<file path="src/rtl/chr_xlate_pkg.sv">
package chr_xlate_pkg;

    localparam int WIN_N  = 8;
    localparam int WIN_W  = 3;
    localparam int OFS_W  = 10;
    localparam int HALF_W = 8;
    localparam int BANK_W = 2 * HALF_W;
    localparam int RAW_W  = BANK_W + WIN_W;
    localparam int VA_W   = WIN_W + OFS_W;
    localparam int ADDR_W = 16;

    localparam logic [ADDR_W-1:0] LO_BASE   = 16'h9000;
    localparam logic [ADDR_W-1:0] HI_BASE   = 16'hA000;
    localparam logic [ADDR_W-1:0] CTRL_ADDR = 16'hD000;

    typedef enum logic [1:0] {
        GRAN_8K = 2'd0,
        GRAN_4K = 2'd1,
        GRAN_2K = 2'd2,
        GRAN_1K = 2'd3
    } gran_e;

    typedef struct packed {
        logic [HALF_W-1:0] hi;
        logic [HALF_W-1:0] lo;
    } bank_reg_t;

    typedef struct packed {
        logic [WIN_W-1:0] win;
        logic [OFS_W-1:0] ofs;
    } vaddr_t;

    // Window bits that choose the source register; the rest index inside the bank.
    function automatic logic [WIN_W-1:0] src_mask(gran_e g);
        case (g)
            GRAN_8K: return 3'b000;
            GRAN_4K: return 3'b100;
            GRAN_2K: return 3'b110;
            default: return 3'b111;
        endcase
    endfunction

    // Raw page: bank scaled by the bank size in pages, plus the index inside it.
    function automatic logic [RAW_W-1:0] scale(bank_reg_t b, gran_e g,
                                               logic [WIN_W-1:0] k);
        logic [1:0] sh;
        sh = 2'd3 - 2'(g);
        return (RAW_W'({b.hi, b.lo}) << sh) | RAW_W'(k & ~src_mask(g));
    endfunction

endpackage

</file>
<file path="src/rtl/chr_bank_regs.sv">
module chr_bank_regs
    import chr_xlate_pkg::*;
(
    input  logic              clk_i,
    input  logic              rst_i,
    input  logic              wr_en_i,
    input  logic [ADDR_W-1:0] wr_addr_i,
    input  logic [HALF_W-1:0] wr_data_i,
    output bank_reg_t         regs_o [WIN_N],
    output gran_e             gran_o
);

    bank_reg_t        regs_q [WIN_N];
    gran_e            gran_q;
    logic             lo_hit, hi_hit, ctrl_hit;
    logic [WIN_W-1:0] idx;

    assign idx      = wr_addr_i[WIN_W-1:0];
    assign lo_hit   = wr_en_i && (wr_addr_i[ADDR_W-1:WIN_W] == LO_BASE[ADDR_W-1:WIN_W]);
    assign hi_hit   = wr_en_i && (wr_addr_i[ADDR_W-1:WIN_W] == HI_BASE[ADDR_W-1:WIN_W]);
    assign ctrl_hit = wr_en_i && (wr_addr_i == CTRL_ADDR);

    always_ff @(posedge clk_i) begin
        if (rst_i) begin
            for (int i = 0; i < WIN_N; i++) begin
                regs_q[i].lo <= HALF_W'(i);
                regs_q[i].hi <= '0;
            end
            gran_q <= GRAN_8K;
        end else begin
            if (lo_hit)   regs_q[idx].lo <= wr_data_i;
            if (hi_hit)   regs_q[idx].hi <= wr_data_i;
            if (ctrl_hit) gran_q <= gran_e'(wr_data_i[4:3]);
        end
    end

    assign regs_o = regs_q;
    assign gran_o = gran_q;

    for (genvar i = 0; i < WIN_N; i++) begin : g_chk
        // the first cycle out of reset shows the reset pattern
        assert_reset_pattern_R1: assert property (@(posedge clk_i) disable iff (rst_i)
            $fell(rst_i) |-> (regs_q[i].lo == HALF_W'(i) && regs_q[i].hi == '0));
        // no strobe, no change
        assert_hold_idle_R10: assert property (@(posedge clk_i) disable iff (rst_i)
            !wr_en_i |=> $stable(regs_q[i]));
    end

    assert_low_load_R2: assert property (@(posedge clk_i) disable iff (rst_i)
        lo_hit |=> regs_q[$past(idx)].lo == $past(wr_data_i));
    assert_high_load_R2: assert property (@(posedge clk_i) disable iff (rst_i)
        hi_hit |=> regs_q[$past(idx)].hi == $past(wr_data_i));
    assert_gran_load_R3: assert property (@(posedge clk_i) disable iff (rst_i)
        ctrl_hit |=> gran_q == gran_e'($past(wr_data_i[4:3])));
    assert_gran_hold_R10: assert property (@(posedge clk_i) disable iff (rst_i)
        !ctrl_hit |=> $stable(gran_q));

endmodule

</file>
<file path="src/rtl/chr_page_select.sv">
module chr_page_select
    import chr_xlate_pkg::*;
(
    input  bank_reg_t         regs_i [WIN_N],
    input  gran_e             gran_i,
    input  logic [WIN_W-1:0]  win_i,
    output logic [RAW_W-1:0]  raw_o
);

    logic [RAW_W-1:0] win_raw [WIN_N];

    for (genvar k = 0; k < WIN_N; k++) begin : g_win
        logic [WIN_W-1:0] src;
        assign src        = WIN_W'(k) & src_mask(gran_i);
        assign win_raw[k] = scale(regs_i[src], gran_i, WIN_W'(k));
    end

    assign raw_o = win_raw[win_i];

endmodule

</file>
<file path="src/rtl/chr_page_reduce.sv">
module chr_page_reduce
    import chr_xlate_pkg::*;
#(
    parameter int CNT_W = 16
) (
    input  logic [RAW_W-1:0] raw_i,
    input  logic [CNT_W-1:0] count_i,
    output logic [CNT_W-1:0] page_o
);

    always_comb begin
        if (count_i == '0) page_o = '0;
        else               page_o = CNT_W'(raw_i % RAW_W'(count_i));
    end

endmodule

</file>
<file path="src/rtl/chr_bank_xlate.sv">
module chr_bank_xlate
    import chr_xlate_pkg::*;
#(
    parameter int CNT_W = 16
) (
    input  logic              clk_i,
    input  logic              rst_i,
    input  logic              wr_en_i,
    input  logic [15:0]       wr_addr_i,
    input  logic [7:0]        wr_data_i,
    input  logic [CNT_W-1:0]  page_count_i,
    input  logic [12:0]       vaddr_i,
    output logic [CNT_W-1:0]  page_o,
    output logic [9:0]        offset_o
);

    bank_reg_t        regs [WIN_N];
    gran_e            gran;
    vaddr_t           va;
    logic [RAW_W-1:0] raw;

    assign va = vaddr_t'(vaddr_i);

    chr_bank_regs u_regs (
        .clk_i     (clk_i),
        .rst_i     (rst_i),
        .wr_en_i   (wr_en_i),
        .wr_addr_i (wr_addr_i),
        .wr_data_i (wr_data_i),
        .regs_o    (regs),
        .gran_o    (gran)
    );

    chr_page_select u_sel (
        .regs_i (regs),
        .gran_i (gran),
        .win_i  (va.win),
        .raw_o  (raw)
    );

    chr_page_reduce #(.CNT_W(CNT_W)) u_red (
        .raw_i   (raw),
        .count_i (page_count_i),
        .page_o  (page_o)
    );

    assign offset_o = va.ofs;

    // a nonzero page count bounds every output page
    assert_page_in_range_R8: assert property (@(posedge clk_i) disable iff (rst_i)
        (page_count_i != '0) |-> (page_o < page_count_i));

endmodule

</file>
<file path="config.mk">
export PLATFORM = sky130hd
export DESIGN_NAME = chr_bank_xlate
export DESIGN_NICKNAME = d
export VERILOG_FILES = /design/src/rtl/chr_xlate_pkg.sv /design/src/rtl/chr_bank_regs.sv /design/src/rtl/chr_page_select.sv /design/src/rtl/chr_page_reduce.sv /design/src/rtl/chr_bank_xlate.sv
export SDC_FILE = /design/constraint.sdc
export NUM_CORES = 1
export LEC_CHECK = 0
export BUFFER_PORTS_ARGS = -buffer_cell sky130_fd_sc_hd__clkbuf_2
export CORE_MARGIN = 5
export CORE_UTILIZATION = 45
export DETAILED_ROUTE_END_ITERATION = 8
export MAX_ROUTING_LAYER = met4
export PLACE_DENSITY_LB_ADDON = 0.12
export SETUP_SLACK_MARGIN = 0.1
export SKIP_CTS_REPAIR_TIMING = 1
export SLEW_MARGIN = 20
export SYNTH_ARGS = -nofsm -noshare
export SYNTH_HDL_FRONTEND = slang
export SYNTH_SLANG_ARGS = --single-unit
</file>
<file path="constraint.sdc">
create_clock -name clk_i -period 57.1 [get_ports clk_i]
set_input_delay 5.71 -clock clk_i [delete_from_list [all_inputs] [get_ports clk_i]]
set_output_delay 5.71 -clock clk_i [all_outputs]
set_load 0.03 [all_outputs]
</file>
==> impl_metrics.yaml <==
cells_and_area:
  multi_input_area_um2: 14300
  nets: 2642
  num_antenna_cells: 0
  nFillCells: 3910
  final-seq-area_um2: 2610
  fin_area_um2: 19000
  area_growth_pct: 7.28
  layout-drive-gt1-share_pct: 9.00
  postLayoutCoreUtil_pct: 49.0
power:
  power_density_nw_per_um2: 22.2
  p_total_mw: 0.422
  ir_drop_v: 0.0000217
  leakagePower_nw: 8.13
critical_path:
  cpPeakStageDelay_ns: 0.90
  regToRegSetupSlack_ns: 55.87
  rr_worst_depth: 3
  worst_setup_path_start_kind: "primary input"
  cp-end-kind: "output pin"
  crit_fanout: 24
  r2r_start: "u_regs.gran_o[1]$_SDFFE_PP0P_"
  crit-reg2reg-capture: "u_regs.gran_o[1]$_SDFFE_PP0P_"
  cp.arrival_ns: 47.96
  criticalPathCategory: "in -> out"
  worst_ep_required_time_ns: 51.39
  slowest_stage: "and4b_1"
status:
  outcome: "complete, no violations"
route:
  first_iter_violations: 1494
  vias: 18100
  wl_per_cell_um: 19.8
  via_per_inst: 6.19
  drtAntennaViolNets: 0
  wl_um: 58100
  dr.pass1.iters: 8
  drc: 0
clock_network:
  cts_root_buf: "clkbuf_16"
  worst_skew_pair.late_latency_ns: 0.43
  max-clock-path-buffers: 2
  cts_tree: "yes"
  cts_buffers: 17
  path_clk_slew_ns: 0.05
  htree_levels: 4
  cts.sinks: 130
floorplanning:
  fp.dieH_um: 208
  start_util_pct: 45.6
  die_x_um: 208
  row_count: 72
  die-area_um2: 43400
  num_io_pins: 82
  core_area_um2: 38700
synth:
  synth_edf_count: 0
  synth_ff_type: "dfxtp_1"
  synthTopCellsByArea: "dfxtp_1 (15%), ha_1 (13%), mux2i_1 (7.6%), nand2_1 (6.6%), a21oi_1 (6.1%)"
  yosysSeqAreaShare_pct: 14.7
  yosysWarnings: 0
  syn_area_per_cell_um2: 7.35
  synth_top_area_share_pct: 14.7
  async_flop_share_pct: 0
  synth_area_um2: 17700
  ys_ff_latch: 130
  syn_inst: 2407
  syn-num-nets: 2650
  ys_types: 84
  yosysTopAreaCell: "dfxtp_1"
min_path:
  min_path_cells: 2
  hold_start: "u_regs.regs_o[98]$_SDFFE_PP0P_"
  holdPathEnd: "u_regs.regs_o[98]$_SDFFE_PP0P_"
  hold_path_class: "reg -> reg"
sta:
  rsz0062_at_grt: "false"
  final.setup_skew_ns: 0
  timing.fmax_ghz: 0.0186
  setup_viol: 0
  hold_viol_final: 0
  finalCritPeriodShare_pct: 94.0
  fin_setup_tns_ns: 0
  slew_violations: 0
  layout_setup_ws_ns: 3.43
  slew_headroom_pct: 27.7
  finalCriticalPeriod_ns: 53.67
  worst_slew_pin_slew_ns: 1.08
global_routing:
  grt_pass1_wl_um: 91700
  grt_max_degree: 78
  antenna_found_initial: 0
  grt_pass1_vias: 16900
  grt_usage_pct: 26.2
  grt-ovfl-total: 0
placement:
  dp_hpwl_um: 44000
  place_congestion: 0.970
  post-place-ws_ns: 4.49
  placed_area_um2: 18300
  placement.io_buffers: 61
job:
  max-cap-violations: 0
## logic make-up (layout without fill, tap and decap cells)
kind of cell | Yosys count | count (layout) | share of synthesized area, %
xor gates and xnor gates | 109 | 109 | 5.40
muxes | 193 | 193 | 12.3
AOI/OAI and AO/OA | 740 | 740 | 27.5
adders and majority gates | 187 | 187 | 13.3
buffers and inverters | 201 | 206 | 4.77
DFF | 130 | 130 | 14.7
and+or+nand+nor | 847 | 847 | 22.1
## sequential cells by signal, summed over array words and instances, names as in the netlist
signal	count
u_regs.gran_o	2
u_regs.regs_o	128
## layer usage
layer	GRT usage, %	routed length [um]	up-vias
met1	35.5	26900	8593
met4	7.72	1520	0
met2	41.7	26400	591
li1	-	-	8845
met5	-	0	-
met3	2.76	3250	103
## how the worst max path moves through the flow
stage | startpoint | end | slack [ns] | cells past startpoint
final | page_count_i[15] | page_o[5] | 3.43 | 145
after global routing | page_count_i[15] | page_o[5] | 0.69 | 149
after global placement | page_count_i[15] | page_o[4] | 5.51 | 145
after floorplan | page_count_i[15] | page_o[10] | 9.96 | 151
after detailed placement | page_count_i[15] | page_o[5] | 4.49 | 146
after CTS | page_count_i[15] | page_o[5] | 4.32 | 148
## worst max-delay path, delay by kind of cell
family,cells,cell delay (ns)
compound gates,77,22.96
simple gates,33,8.92
fa+ha+maj,18,6.11
mux,8,2.69
buf+inv,9,1.49
## synthesized netlist by cell type (24+ instances only)
cell type and instances:
or3_1 24, clkbuf_1 65, nor2b_1 37, nor3_1 58, mux2i_1 135, nor2_1 235, nand2_1 310, o21a_1 48
mux2_2 42, o21ai_0 125, nand2b_1 26, a211oi_1 39, xor2_1 45, a31oi_1 24, ha_1 186, a21o_1 51
dfxtp_1 130, nand3_1 42, o211ai_1 41, xnor2_1 64, inv_1 91, a21oi_1 217
## layout by cell type (no fill, tap or decap), types with 16 or more instances in the layout
cell type	netlist	routed
or3_1	24	23
a31oi_1	24	23
nor2_1	235	235
nor3_1	58	57
a211o_1	23	23
mux2_2	42	42
ha_1	186	186
o21ai_0	125	125
a21boi_0	19	19
nor2b_1	37	37
inv_1	91	91
clkbuf_16	0	17
clkbuf_2	0	59
nand2_1	310	310
dfxtp_1	130	129
and3_1	21	21
o21a_1	48	48
o211ai_1	41	41
nand4_1	16	16
or2_2	21	21
nand3_1	42	42
nand2b_1	26	26
o31ai_1	23	22
mux2i_1	135	135
a211oi_1	39	39
a21oi_1	217	217
xnor2_1	64	64
xor2_1	45	45
buf_4	12	23
a21o_1	51	51
## stage by stage
step	hold WS, ns	cells
floorplan	0.427	2407
global placement	0.435	2898
detailed placement	0.445	2898
CTS	0.452	2930
global route	0.464	2930
finish	0.453	2930
## power breakdown
part / switching, mW / total (mW) / internal [mW]
Sequential: 0.000000716 / 0.0907 / 0.0907
Clock: 0.0410 / 0.120 / 0.0793
Combinational: 0.132 / 0.211 / 0.0791
Total: 0.173 / 0.422 / 0.249
## final cells by class
type / count / area share, %
Clock buffer: 21 / 2.43
Clock inverter: 11 / 0.963
Inverter: 92 / 1.82
Multi-Input combinational cell: 2076 / 75.2
Sequential cell: 130 / 13.7
Tap cell: 518 / 3.42
Timing Repair Buffer: 82 / 2.47
Power figures use the tool's default switching activity.
